**src/rtl/banked_reg_pkg.sv**
```systemverilog
package banked_reg_pkg;

  localparam int DATA_W = 8;
  localparam int PTR_W  = 4;

  typedef struct packed {
    logic wrSync;
    logic wrExt;
    logic wrCtrl;
    logic rdExt;
    logic rdStat;
    logic clrExt;
  } regStb_t;

endpackage

```
**src/rtl/banked_reg_ctrl.sv**
```systemverilog
module banked_reg_ctrl
  import banked_reg_pkg::*;
#(
  parameter int PW        = PTR_W,
  parameter int SYNC_ADDR = 7,
  parameter int CTRL_ADDR = 15,
  parameter int RDBK_ADDR = 14
) (
  input  logic          clk,
  input  logic          rst_n,
  input  logic          swReset,
  input  logic          ptrWr,
  input  logic [PW-1:0] ptrVal,
  input  logic          wrEn,
  input  logic          rdEn,
  input  logic          bankBit,
  input  logic          rdbkBit,
  output logic [PW-1:0] ptrQ,
  output regStb_t       stb
);

  localparam logic [PW-1:0] SyncPtr = PW'(SYNC_ADDR);
  localparam logic [PW-1:0] CtrlPtr = PW'(CTRL_ADDR);
  localparam logic [PW-1:0] RdbkPtr = PW'(RDBK_ADDR);

  logic wrGo;
  logic rdGo;
  logic atSync;
  logic atCtrl;
  logic atRdbk;

  // Software reset cancels all accesses; a write beats a read.
  assign wrGo   = wrEn && !swReset;
  assign rdGo   = rdEn && !wrEn && !swReset;
  assign atSync = (ptrQ == SyncPtr);
  assign atCtrl = (ptrQ == CtrlPtr);
  assign atRdbk = (ptrQ == RdbkPtr);

  always_comb begin
    stb        = '0;
    stb.wrSync = wrGo && atSync && !bankBit;
    stb.wrExt  = wrGo && atSync && bankBit;
    stb.wrCtrl = wrGo && atCtrl;
    stb.rdExt  = rdGo && atRdbk && rdbkBit;
    stb.rdStat = rdGo && !(atRdbk && rdbkBit);
    stb.clrExt = swReset;
  end

  always_ff @(posedge clk) begin
    if (!rst_n) begin
      ptrQ <= '0;
    end else if (swReset || wrEn || rdEn) begin
      ptrQ <= '0;
    end else if (ptrWr) begin
      ptrQ <= ptrVal;
    end
  end

  // the pointer is back at zero after every access
  p_ptr_home_r7: assert property (@(posedge clk) disable iff (!rst_n)
    (wrEn || rdEn) |=> (ptrQ == '0));

  // a simultaneous write suppresses the read
  p_wr_beats_rd_r10: assert property (@(posedge clk) disable iff (!rst_n)
    (wrEn && rdEn) |-> !(stb.rdExt || stb.rdStat));

  // at most one register write per cycle
  p_one_write_r2: assert property (@(posedge clk) disable iff (!rst_n)
    $onehot0({stb.wrSync, stb.wrExt, stb.wrCtrl}));

endmodule

```
**src/rtl/banked_reg_data.sv**
```systemverilog
module banked_reg_data
  import banked_reg_pkg::*;
#(
  parameter int DW       = DATA_W,
  parameter int BANK_BIT = 0,
  parameter int RDBK_BIT = 6
) (
  input  logic          clk,
  input  logic          rst_n,
  input  regStb_t       stb,
  input  logic [DW-1:0] wrData,
  input  logic [DW-1:0] chanStatus,
  output logic [DW-1:0] syncQ,
  output logic [DW-1:0] extQ,
  output logic [DW-1:0] ctrlQ,
  output logic [DW-1:0] rdQ,
  output logic          rdValidQ
);

  always_ff @(posedge clk) begin
    if (!rst_n) begin
      syncQ <= '0;
    end else if (stb.wrSync) begin
      syncQ <= wrData;
    end
  end

  always_ff @(posedge clk) begin
    if (!rst_n) begin
      ctrlQ <= '0;
    end else if (stb.wrCtrl) begin
      ctrlQ <= wrData;
    end
  end

  always_ff @(posedge clk) begin
    if (!rst_n || stb.clrExt) begin
      extQ <= '0;
    end else if (stb.wrExt) begin
      extQ <= wrData;
    end
  end

  always_ff @(posedge clk) begin
    if (!rst_n) begin
      rdQ      <= '0;
      rdValidQ <= 1'b0;
    end else begin
      rdValidQ <= stb.rdExt || stb.rdStat;
      if (stb.rdExt) begin
        rdQ <= extQ;
      end else if (stb.rdStat) begin
        rdQ <= chanStatus;
      end
    end
  end

  // sync register untouched unless a sync write is decoded
  p_sync_hold_r3: assert property (@(posedge clk) disable iff (!rst_n)
    !stb.wrSync |=> $stable(syncQ));

  // feature bits persist until rewritten or cleared
  p_ext_hold_r9: assert property (@(posedge clk) disable iff (!rst_n)
    (!stb.wrExt && !stb.clrExt) |=> $stable(extQ));

  // software reset leaves the feature register empty
  p_sw_clear_r8: assert property (@(posedge clk) disable iff (!rst_n)
    stb.clrExt |=> (extQ == '0));

  // readback path delivers the feature register
  p_rdbk_data_r5: assert property (@(posedge clk) disable iff (!rst_n)
    stb.rdExt |=> (rdValidQ && rdQ == $past(extQ)));

  // control byte only moves on a control write
  p_ctrl_hold_r4: assert property (@(posedge clk) disable iff (!rst_n)
    !stb.wrCtrl |=> $stable(ctrlQ[BANK_BIT]));

  // readback enable bit position is inside the word
  initial begin
    assert (RDBK_BIT < DW && BANK_BIT < DW)
      else $error("bit positions out of range");
  end

endmodule

```
**src/rtl/banked_reg_access.sv**
```systemverilog
module banked_reg_access
  import banked_reg_pkg::*;
#(
  parameter int DW        = DATA_W,
  parameter int PW        = PTR_W,
  parameter int SYNC_ADDR = 7,
  parameter int CTRL_ADDR = 15,
  parameter int RDBK_ADDR = 14,
  parameter int BANK_BIT  = 0,
  parameter int RDBK_BIT  = 6
) (
  input  logic          clk,
  input  logic          rst_n,
  input  logic          swReset,
  input  logic          ptrWr,
  input  logic [PW-1:0] ptrVal,
  input  logic          wrEn,
  input  logic          rdEn,
  input  logic [DW-1:0] wrData,
  input  logic [DW-1:0] chanStatus,
  output logic [PW-1:0] curPtr,
  output logic [DW-1:0] syncReg,
  output logic [DW-1:0] extReg,
  output logic          bankSel,
  output logic [DW-1:0] rdData,
  output logic          rdValid
);

  regStb_t       stb;
  logic [DW-1:0] ctrlQ;

  assign bankSel = ctrlQ[BANK_BIT];

  banked_reg_ctrl #(
    .PW(PW), .SYNC_ADDR(SYNC_ADDR), .CTRL_ADDR(CTRL_ADDR), .RDBK_ADDR(RDBK_ADDR)
  ) u_ctrl (
    .clk(clk), .rst_n(rst_n), .swReset(swReset), .ptrWr(ptrWr), .ptrVal(ptrVal),
    .wrEn(wrEn), .rdEn(rdEn), .bankBit(ctrlQ[BANK_BIT]), .rdbkBit(extReg[RDBK_BIT]),
    .ptrQ(curPtr), .stb(stb)
  );

  banked_reg_data #(
    .DW(DW), .BANK_BIT(BANK_BIT), .RDBK_BIT(RDBK_BIT)
  ) u_data (
    .clk(clk), .rst_n(rst_n), .stb(stb), .wrData(wrData), .chanStatus(chanStatus),
    .syncQ(syncReg), .extQ(extReg), .ctrlQ(ctrlQ), .rdQ(rdData), .rdValidQ(rdValid)
  );

endmodule

```
**config.mk**
```make
export PLATFORM = sky130hd
export DESIGN_NAME = banked_reg_access
export DESIGN_NICKNAME = d
export VERILOG_FILES = /design/src/rtl/banked_reg_pkg.sv /design/src/rtl/banked_reg_ctrl.sv /design/src/rtl/banked_reg_data.sv /design/src/rtl/banked_reg_access.sv
export SDC_FILE = /design/constraint.sdc
export NUM_CORES = 1
export LEC_CHECK = 0
export BUFFER_PORTS_ARGS = -buffer_cell sky130_fd_sc_hd__buf_2
export CAP_MARGIN = 5
export CORE_ASPECT_RATIO = 1.1
export CORE_MARGIN = 2
export CORE_UTILIZATION = 50
export CTS_CLUSTER_DIAMETER = 30
export DETAILED_ROUTE_END_ITERATION = 10
export PLACE_DENSITY = 0.83
export SYNTH_ARGS = -nofsm -noshare
export SYNTH_HDL_FRONTEND = slang
export SYNTH_SLANG_ARGS = --single-unit
```
**constraint.sdc**
```tcl
create_clock -name clk -period 2 [get_ports clk]
set_input_delay 0.2 -clock clk [delete_from_list [all_inputs] [get_ports clk]]
set_output_delay 0.2 -clock clk [all_outputs]
set_load 0.1 [all_outputs]
```
==> results.md <==
* Layout cells sized above 1 at 0.382
* Cell Rows at 19
* Setup crit start kind: register
* Hold EP: u_ctrl.ptrQ[1]$_SDFFE_PP0P_
* Max-cap check violation count at 0
* Crit path max-delay family: flip-flops
* Final setup fails at 0
* GP Congestion at 0.777
* Slew @ Worst Pin at 0.533 ns
* Worst Path Required at 1.80 ns
* Setup TNS at 0 ns
* Hold/Removal Path Class: input port to register
* Synth Area per Inst at 9.03 um^2
* First-pass DRT Iterations at 4
* # IOs at 56
* DRT iter0 DRCs at 48
* Routed WL per cell at 14.1 um
* Largest net degree at the start of global routing at 18
* Total CTS buffers at 5
* Crit. End Element: primary output
* Worst r2r src: u_ctrl.ptrQ[3]$_SDFFE_PP0P_
* Critical path buffers and inverters at 1
* Pwr dens at 748 mW/mm^2
* Worst flop-to-flop path endpoint: u_data.syncQ[1]$_SDFFE_PN0P_
* Post-synthesis mux area share at 0.0302
* Top cell type's share of synthesized area at 0.452
* Fillers at 237
* Total track usage at 0.232
* FF+latch count, synth at 30
* Postcts setup bufs at 0
* IO buf count at 55
* Global route total overflow at 0
* Hold Buf Count CTS at 0
* Largest cells by area after synthesis: dfxtp_1 (45%), nand3_1 (8.7%), o21ai_0 (8.3%)
* Critical hold path startpoint: ptrVal[1]
* Crit path largest cell delay at 0.65 ns
* Unrepaired setup endpoints after global routing: no
* CP Class: register to primary output
* Hold path depth at 3
* Worst skew pair latency at 0.33 ns
* Worst slew margin at 0.645
* Largest family of logic cells by synthesized area: compound AO/OA/AOI/OAI gates
* Crit Path Max Fanout at 17
* Vias after detailed routing at 1290
* Register area share after synthesis at 0.452
* Die area at 0.00308 mm^2
* Most common cell in the netlist: dfxtp_1
* Outcome: completed
* Max Freq at 0.586 GHz
* Final Hold Fails at 0
* Vias in the first global route at 1181
* Antenna fix cells at 0
* Final Max Tran Viols at 0
* Initial antenna violation count at 0
* Post-synthesis xor/xnor area fraction at 0
* Yosys warns at 0
* Worst R2R Path Depth at 3
* Yosys cell types at 29
* Skew final at 0.00796 ns
* Max IR drop VDD at 0.000560 V
* Leak pwr at 0.000725 uW
* Placed Instance Area at 0.00157 mm^2
* Core area at 0.00252 mm^2
* Mapped Area at 0.00133 mm^2
* Worst-path clk slew at 0.09 ns
* # DRC at 0
* DP HPWL at 2420 um
* Simple-gate share of the synthesized area at 0.201
* Routed vias/inst at 5.61
* Area grow syn2layout at 23.8%
* Compound-Gate Fraction of Synth Area at 0.248
* Post-Synthesis Cells at 147
* # H-tree levels at 2
* Most used DFF post-synth: dfxtp_1
* Crit path cell chain: buf_2
* Post-route cell area at 0.00164 mm^2
* Chip height at 58.0 um
* Adder-cell area share of the yosys netlist at 0
* DRT Wirelength at 3240 um
* Die W at 53.1 um
* Clock tree sinks at 30
* CP Data Arrival Time at 1.51 ns
* R2R setup slack at 0.50 ns
* CTS tree: done
* PnR Total Power at 1230 uW
* Starting Density at 0.527
* Slowest cell on the critical path: dfxtp_1
* Post-synth EDFFs at 0
* Clk Tree Root Cell: clkbuf_4
* NumNets Final at 224
* Clock Path Buffers at 2
* Asr flop ratio synth at 0
* Commonest cells in the netlist: dfxtp_1 (30), nand3_1 (23), o21ai_0 (22)
* First-pass GRT wire length at 5290 um
* Syn_nets at 173
* Remaining antenna violation count at 0
* Worst hold margin at 0.115 ns
* Fin crit period at 1.71 ns
* Leading area contributor after synthesis: dfxtp_1
* Tcrit/Tclk final at 0.853
* Post-CTS Resized at 0
-- cell type report --
class                           instances  area [um^2]  area share
Sequential cell                        30          601       0.366
Clock buffer                            5         37.5      0.0228
Inverter                                2         7.51     0.00457
Multi-Input combinational cell        103          636       0.387
Tap cell                               31         38.8      0.0236
Clock inverter                          3         40.0      0.0244
Timing Repair Buffer                   56          283       0.172
-- worst max path at each step --
stage                                           start                            to  slack [ns]  cells after the start
final                     u_ctrl.ptrQ[3]$_SDFFE_PP0P_                     curPtr[3]        0.29                      1
after global routing      u_ctrl.ptrQ[3]$_SDFFE_PP0P_                     curPtr[3]        0.21                      1
after CTS                 u_ctrl.ptrQ[3]$_SDFFE_PP0P_                     curPtr[3]        0.29                      1
after detailed placement  u_ctrl.ptrQ[3]$_SDFFE_PP0P_  u_data.syncQ[1]$_SDFFE_PN0P_        0.51                      3
after global placement    u_ctrl.ptrQ[3]$_SDFFE_PP0P_  u_data.syncQ[0]$_SDFFE_PN0P_        0.59                      3
after floorplan           u_ctrl.ptrQ[0]$_SDFFE_PP0P_  u_data.syncQ[0]$_SDFFE_PN0P_        0.11                      4
-- power breakdown --
part,leakage (uW),internal [uW],switching [uW]
clock network,0.0000450,259,210
logic,0.000437,38.5,109
registers,0.000243,607,6.02
total,0.000725,904,325
-- layer usage --
metal	wire length, um	GRT usage
met5	0	0
met4	63	0.0806
met3	255	0.0773
met2	1550	0.386
met1	1370	0.277
-- logic make-up (layout without fill, tap and decap cells) --
group	count (synthesis)	in the layout
AO/OA/AOI/OAI	58	58
AND/OR/NAND/NOR	41	41
multiplexers	4	4
buffers and inverters	14	66
flip-flops	30	30
-- registers in the layout, summed over array words and instances, names as in the netlist --
name and flops:
u_ctrl.ptrQ 4, u_data.ctrlQ 1, u_data.extQ 8, u_data.rdQ 8
u_data.rdValidQ 1, u_data.syncQ 8
-- per-stage QoR --
step	instances	util	setup WS, ns
2_1_floorplan	147	-	0.111
3_3_place_gp	222	0.621	0.589
3_5_place_dp	222	0.621	0.511
4_1_cts	230	0.652	0.291
5_1_grt	230	0.652	0.207
6_report	230	0.652	0.293
-- cells in the final DEF, fill, tap and decap left out --
cell type and instances:
clkbuf_4 5, nor2_1 4, o21ai_2 8, mux2i_1 4
a31oi_1 7, nand3_1 23, and2_1 1, or3_4 1
and4b_1 2, or3b_1 1, a21oi_1 19, nand4b_4 1
bufinv_16 1, nor3b_2 2, and3b_1 1, o21ai_1 2
dfxtp_1 30, nand2_1 1, nand4b_1 1, buf_4 1
nand2b_1 1, buf_2 55, nand4_1 1, inv_1 1
nand3b_1 1, clkinv_1 1, clkinv_2 2, o21ai_0 22
Note: power is estimated with default switching activity, not from simulation.
